$ cat src/rtl/mc_pkg.sv
package mc_pkg;

  typedef enum logic [2:0] {
    RT_SUM  = 3'd0,
    RT_CLR  = 3'd1,
    RT_PRE  = 3'd2,
    RT_CLK  = 3'd3,
    RT_ENA  = 3'd4,
    RT_AUX  = 3'd5,
    RT_OFFA = 3'd6,
    RT_OFFB = 3'd7
  } route_e;

  typedef enum logic [1:0] {
    FF_D  = 2'd0,
    FF_T  = 2'd1,
    FF_JK = 2'd2,
    FF_SR = 2'd3
  } ffmode_e;

  typedef enum logic [1:0] {
    CK_G0  = 2'd0,
    CK_G1  = 2'd1,
    CK_PT  = 2'd2,
    CK_PT2 = 2'd3
  } clksel_e;

  // Steered control values produced by the select matrix
  typedef struct packed {
    logic sum;
    logic clr;
    logic pre;
    logic clk;
    logic ena;
    logic aux;
  } ctl_s;

endpackage

$ cat src/rtl/mc_term_array.sv
module mc_term_array #(
  parameter int N_LIT   = 52,
  parameter int N_TERMS = 5
) (
  input  logic [N_LIT-1:0]         lit,
  input  logic [N_TERMS*N_LIT-1:0] true_mask,
  input  logic [N_TERMS*N_LIT-1:0] inv_mask,
  output logic [N_TERMS-1:0]       term
);

  for (genvar t = 0; t < N_TERMS; t++) begin : g_term
    logic [N_LIT-1:0] tm;
    logic [N_LIT-1:0] im;
    assign tm = true_mask[t*N_LIT +: N_LIT];
    assign im = inv_mask[t*N_LIT +: N_LIT];
    // unselected literals read as 1 so they drop out of the AND
    assign term[t] = (&(~tm | lit)) & (&(~im | ~lit));
  end

endmodule

$ cat src/rtl/mc_select_matrix.sv
module mc_select_matrix
  import mc_pkg::*;
#(
  parameter int N_TERMS = 5
) (
  input  logic [N_TERMS-1:0]   term,
  input  logic [3*N_TERMS-1:0] route,
  output ctl_s                 ctl
);

  logic ena_any;
  logic ena_or;

  always_comb begin
    ctl     = '0;
    ena_any = 1'b0;
    ena_or  = 1'b0;
    for (int t = 0; t < N_TERMS; t++) begin
      case (route_e'(route[3*t +: 3]))
        RT_SUM: ctl.sum = ctl.sum | term[t];
        RT_CLR: ctl.clr = ctl.clr | term[t];
        RT_PRE: ctl.pre = ctl.pre | term[t];
        RT_CLK: ctl.clk = ctl.clk | term[t];
        RT_ENA: begin
          ena_any = 1'b1;
          ena_or  = ena_or | term[t];
        end
        RT_AUX: ctl.aux = ctl.aux | term[t];
        default: ;
      endcase
    end
    // an enable with no term routed to it stays active
    ctl.ena = ena_any ? ena_or : 1'b1;
  end

endmodule

$ cat src/rtl/mc_flop.sv
module mc_flop
  import mc_pkg::*;
(
  input  logic    clk,
  input  logic    rst,
  input  ffmode_e mode,
  input  logic    d,
  input  logic    aux,
  input  logic    src,
  input  logic    ena,
  input  logic    clr,
  input  logic    pre,
  output logic    q
);

  logic prev;
  logic fire;
  logic nxt;

  assign fire = src & ~prev & ena;

  always_comb begin
    nxt = q;
    case (mode)
      FF_D:  nxt = d;
      FF_T:  nxt = q ^ d;
      FF_JK: case ({d, aux})
               2'b01:   nxt = 1'b0;
               2'b10:   nxt = 1'b1;
               2'b11:   nxt = ~q;
               default: nxt = q;
             endcase
      FF_SR: case ({d, aux})
               2'b01:   nxt = 1'b0;
               2'b10:   nxt = 1'b1;
               default: nxt = q;
             endcase
      default: nxt = q;
    endcase
  end

  always_ff @(posedge clk) begin
    if (rst) begin
      q    <= 1'b0;
      prev <= 1'b0;
    end else begin
      prev <= src;
      if (clr)       q <= 1'b0;
      else if (pre)  q <= 1'b1;
      else if (fire) q <= nxt;
    end
  end

  assert_clr_wins_R10: assert property (@(posedge clk) disable iff (rst)
    clr |=> (q == 1'b0));
  assert_pre_sets_R10: assert property (@(posedge clk) disable iff (rst)
    (pre && !clr) |=> q);
  assert_hold_no_edge_R4: assert property (@(posedge clk) disable iff (rst)
    (!clr && !pre && !fire) |=> $stable(q));
  assert_d_capture_R4: assert property (@(posedge clk) disable iff (rst)
    (mode == FF_D && fire && !clr && !pre) |=> (q == $past(d)));
  assert_t_toggle_R7: assert property (@(posedge clk) disable iff (rst)
    (mode == FF_T && fire && d && !clr && !pre) |=> (q != $past(q)));

endmodule

$ cat src/rtl/mc_macrocell.sv
module mc_macrocell
  import mc_pkg::*;
#(
  parameter  int N_ROUTED   = 36,
  parameter  int N_EXPAND   = 16,
  parameter  int N_TERMS    = 5,
  localparam int N_LIT      = N_ROUTED + N_EXPAND,
  localparam int TERM_BITS  = 2 * N_LIT,
  localparam int ROUTE_BASE = N_TERMS * TERM_BITS,
  localparam int MISC_BASE  = ROUTE_BASE + 3 * N_TERMS,
  localparam int CFG_W      = MISC_BASE + 8
) (
  input  logic              clk,
  input  logic              rst,
  input  logic [CFG_W-1:0]  cfg,
  input  logic [N_ROUTED-1:0] pia_in,
  input  logic [N_EXPAND-1:0] exp_in,
  input  logic              fast_in,
  input  logic [1:0]        gclk,
  input  logic              gclr_n,
  output logic              pin_out,
  output logic              gbl_out
);

  localparam int POL_BIT    = MISC_BASE;
  localparam int MODE_LSB   = MISC_BASE + 1;
  localparam int BYP_BIT    = MISC_BASE + 3;
  localparam int CKSEL_LSB  = MISC_BASE + 4;
  localparam int CLRSEL_BIT = MISC_BASE + 6;
  localparam int FAST_BIT   = MISC_BASE + 7;

  logic [N_LIT-1:0]         lit;
  logic [N_TERMS*N_LIT-1:0] true_mask;
  logic [N_TERMS*N_LIT-1:0] inv_mask;
  logic [N_TERMS-1:0]       term;
  ctl_s                     ctl;
  logic                     comb_val;
  logic                     d_in;
  logic                     clk_src;
  logic                     clr_act;
  logic                     q;
  logic                     out_r;
  clksel_e                  cksel;

  assign lit = {exp_in, pia_in};

  for (genvar t = 0; t < N_TERMS; t++) begin : g_mask
    assign true_mask[t*N_LIT +: N_LIT] = cfg[t*TERM_BITS +: N_LIT];
    assign inv_mask[t*N_LIT +: N_LIT]  = cfg[t*TERM_BITS + N_LIT +: N_LIT];
  end

  mc_term_array #(.N_LIT(N_LIT), .N_TERMS(N_TERMS)) u_terms (
    .lit       (lit),
    .true_mask (true_mask),
    .inv_mask  (inv_mask),
    .term      (term)
  );

  mc_select_matrix #(.N_TERMS(N_TERMS)) u_sel (
    .term  (term),
    .route (cfg[ROUTE_BASE +: 3*N_TERMS]),
    .ctl   (ctl)
  );

  assign comb_val = ctl.sum ^ cfg[POL_BIT];
  assign d_in     = cfg[FAST_BIT] ? fast_in : comb_val;
  assign cksel    = clksel_e'(cfg[CKSEL_LSB +: 2]);
  assign clr_act  = cfg[CLRSEL_BIT] ? ctl.clr : ~gclr_n;

  always_comb begin
    case (cksel)
      CK_G0:   clk_src = gclk[0];
      CK_G1:   clk_src = gclk[1];
      default: clk_src = ctl.clk;
    endcase
  end

  mc_flop u_ff (
    .clk  (clk),
    .rst  (rst),
    .mode (ffmode_e'(cfg[MODE_LSB +: 2])),
    .d    (d_in),
    .aux  (ctl.aux),
    .src  (clk_src),
    .ena  (ctl.ena),
    .clr  (clr_act),
    .pre  (ctl.pre),
    .q    (q)
  );

  always_ff @(posedge clk) begin
    if (rst) out_r <= 1'b0;
    else     out_r <= cfg[BYP_BIT] ? comb_val : q;
  end

  assign pin_out = out_r;
  assign gbl_out = out_r;

endmodule

$ cat config.mk
export PLATFORM = sky130hd
export DESIGN_NAME = mc_macrocell
export DESIGN_NICKNAME = d
export VERILOG_FILES = /design/src/rtl/mc_pkg.sv /design/src/rtl/mc_term_array.sv /design/src/rtl/mc_select_matrix.sv /design/src/rtl/mc_flop.sv /design/src/rtl/mc_macrocell.sv
export SDC_FILE = /design/constraint.sdc
export NUM_CORES = 1
export LEC_CHECK = 0
export BUFFER_PORTS_ARGS = -buffer_cell sky130_fd_sc_hd__buf_2
export CAP_MARGIN = 20
export CORE_AREA = 5 5 233 235
export DETAILED_ROUTE_END_ITERATION = 6
export DIE_AREA = 0 0 238 240
export GPL_TIMING_DRIVEN = 0
export SKIP_LAST_GASP = 1
export SLEW_MARGIN = 20
export SYNTH_ARGS = -nofsm -noshare
export SYNTH_HDL_FRONTEND = slang
export SYNTH_SLANG_ARGS = --single-unit
export TNS_END_PERCENT = 10
$ cat constraint.sdc
create_clock -name clk -period 3.39 [get_ports clk]
set_input_delay 0.339 -clock clk [delete_from_list [all_inputs] [get_ports clk]]
set_output_delay 0.339 -clock clk [all_outputs]
set_load 0.05 [all_outputs]
==> metrics.md <==
| Metric | Value |
|---|---|
| CP required | `3.56 ns` |
| Worst Hold Margin | `0.332 ns` |
| First-pass GRT wire length | `78200 um` |
| Iteration-0 DRC Markers | `between 600 and 700` |
| Final min period | `3.38 ns` |
| Syn avg cell area | `roughly 6.7 um^2` |
| # fillers | `6108` |
| Crit path launch | `exp_in[13]` |
| Post-synth EDFFs | `0` |
| Initial antenna violation count | `24` |
| Non-filler cells, final | `1905` |
| Endpoints failing setup | `0` |
| Async set-reset flop share out of synthesis | `0%` |
| Post-route DRC | `0` |
| Port Buf Inserts | `575` |
| H-tree levels | `1` |
| Slew @ Worst Pin | `0.822 ns` |
| Clk buf depth | `2` |
| Placed Area | `0.00788 mm^2` |
| Slew Limit Fails | `0` |
| CP top delay family | `compound AO/OA/AOI/OAI gates` |
| Pleak | `0.00413 uW` |
| Share of the synthesized area in the top cell type | `11.4%` |
| GPL Wtd Cong | `about 0.84` |
| Slowest cell delay on critical path | `0.51 ns` |
| Final hold viol count | `0` |
| Placed Cells | `between 1500 and 2000` |
| DP HPWL | `54000 um` |
| Util after Layout | `16.6%` |
| Worst rel slew slack | `45.2%` |
| Vias in the first global route | `~8600` |
| Largest net degree at the start of global routing | `11` |
| Die H | `~240 um` |
| Cell taking the most area after synthesis | `nor2b_1` |
| Worst skew pair latency | `~0.23 ns` |
| Via-per-instance ratio | `4.42` |
| YS warnings | `0` |
| Drt total wl | `about 63000 um` |
| FP Rows | `84` |
| Initial core utilization | `7.82%` |
| Yosys reg bits | `3` |
| Layout Nets | `1807` |
| Via count | `8412` |
| Worst Path Arrival | `3.55 ns` |
| GRT Total Usage | `about a fifth` |
| PwrDens | `156 mW/mm^2` |
| Overflow after GRT | `0` |
| Area grow syn2layout | `112%` |
| RR Startpoint | `u_ff.prev$_SDFF_PP0_` |
| Drt pass-1 iters | `5` |
| Reg clk slew, reported paths | `about 0.03 ns` |
| Die area | `0.0571 mm^2` |
| Hold Startpoint | `rst` |
| Fin area | `0.00862 mm^2` |
| Hold buffer count at CTS | `0` |
| Most frequent cells after synthesis | `nor2b_1, inv_1, a221oi_1` |
| Maximum VDD drop | `0.0000991 V` |
| Ranking of synthesized cells by area | `nor2b_1, a221oi_1, a22o_1, a22oi_1, inv_1` |
| Max Freq | `roughly 0.3 GHz` |
| Maxcap violations | `0` |
| CP Max Fanout | `9` |
| Main synth FF type | `dfxtp_1` |
| Total CTS buffers | `3` |
| Clock Skews | `0.00568 ns` |
| Startpoint types | `input pin` |
| Worst setup EP type | `register` |
| CORE AREA | `0.0520 mm^2` |
| Layout cells sized above 1 | `57.4%` |
| Synthesized area | `0.00407 mm^2` |
| Cell count after synthesis | `604` |
| Routed Antenna Nets | `0` |
| CP max-delay cell | `and4b_2` |
| RSZ-0062 raised after global routing | `true` |
| CTS sink cnt | `3` |
| Post-synthesis sequential area ratio | `1.48%` |
| Syn nets | `1205` |
| Top-count cell post-synth | `nor2b_1` |
| Crit path cell chain | `buf_4 > mux2_2 > a221o_1 > nor4_1 > nand4_1 > and4b_2 > a31oi_1 > a31o_1 > o41a_1 > a21oi_2 > o31a_1` |
| Outcome | `completed` |
| Yosys cell types | `between 50 and 60` |
| Die Width | `between 200 and 250 um` |
| WS Path Type | `input pin to register` |
| Num ports | `603` |
| CTS tree | `done` |
| Root buffer cell | `clkbuf_16` |
| Final period utilization | `99.8%` |
| Worst hold path class | `input pin to register` |
| Drt wl/cell | `33.2 um` |
| WP buf/inv | `1` |
## path summary, 6_finish.rpt
| check | slack, ns | to | cells past startpoint |
|---|---|---|---|
| worst max register to register | 2.18 | u_ff.q$_SDFFE_PP0P_ | 4 |
| worst min register to register | 0.60 | gbl_out$_SDFF_PP0_ | 2 |
| worst min-delay path | 0.33 | u_ff.prev$_SDFF_PP0_ | 2 |
| worst max-delay path | 0.008 | u_ff.q$_SDFFE_PP0P_ | 11 |
## per-stage QoR
stage | setup TNS, ns | setup WS [ns] | total power, uW
floorplan | 0 | 0.369 | 348
global placement | -8.71 | -3.17 | 1050
detailed placement | -3.66 | -1.50 | 1070
CTS | 0 | 0.00161 | 1340
global route | -0.0826 | -0.0826 | 1410
finish | 0 | 0.00826 | 1340
## cells by family after synthesis
group | synth area share, %
XOR/XNOR | 0.215
flip-flops | 1.48
AO/OA/AOI/OAI | 45.6
buffers and inverters | 9.75
multiplexers | 6.67
AND/OR/NAND/NOR | 36.3
## metal layers
layer	track usage [%]	wire length, um	vias to the layer above	share of wire (%)
li1	-	-	3629	-
met1	25.5	25300	3966	40
met2	34.9	29300	672	46
met3	5.39	5790	129	9.2
met4	6.59	2750	16	4.3
met5	0	103	-	0.16
## power by group
group	leakage [uW]	total, uW	switching (uW)	internal (uW)
Clock	0.0000382	190	34.6	155
Combinational	0.00407	1110	632	480
Sequential	0.0000246	38.1	0.918	37.2
Total	0.00413	1340	668	673
## worst register-to-register path, stage by stage, from the launching register on
cell and delay [ns]:
dfxtp_1 0.29, a31o_1 0.21, o41a_1 0.42, a21oi_2 0.11
o31a_1 0.13
## area by class of cell
class	count	area, um^2	area share [%]
flip-flops and latches	3	60.1	0.697
multi-input cells	500	3880	45.0
inverters	73	310	3.60
well taps	688	861	9.99
plain buffers	28	234	2.71
repair buffers	597	3170	36.7
diodes	12	30.0	0.348
clock buffers	4	78.8	0.915
## cells in the final DEF, fill, tap and decap left out, types with 23 or more instances in the layout
cell and instances:
nand4_1 23, buf_4 39, a22o_1 36, inv_1 59
nand2b_1 30, nand2_1 45, a22oi_1 35, buf_2 556
nor2b_1 74, a221oi_1 38
## what timing repair did
action | in CTS | in global routing
gates resized for setup | 107 | 17
pin swaps | 22 | 14
hold endpoints to repair | 0 | 0
buffers inserted | 18 | 1
setup endpoints to repair | 3 | 1
## registers in the layout (all words and copies together), names as in the netlist
signal     cells
u_ff.q         1
gbl_out        1
u_ff.prev      1
(Power assumes the default switching activity.)
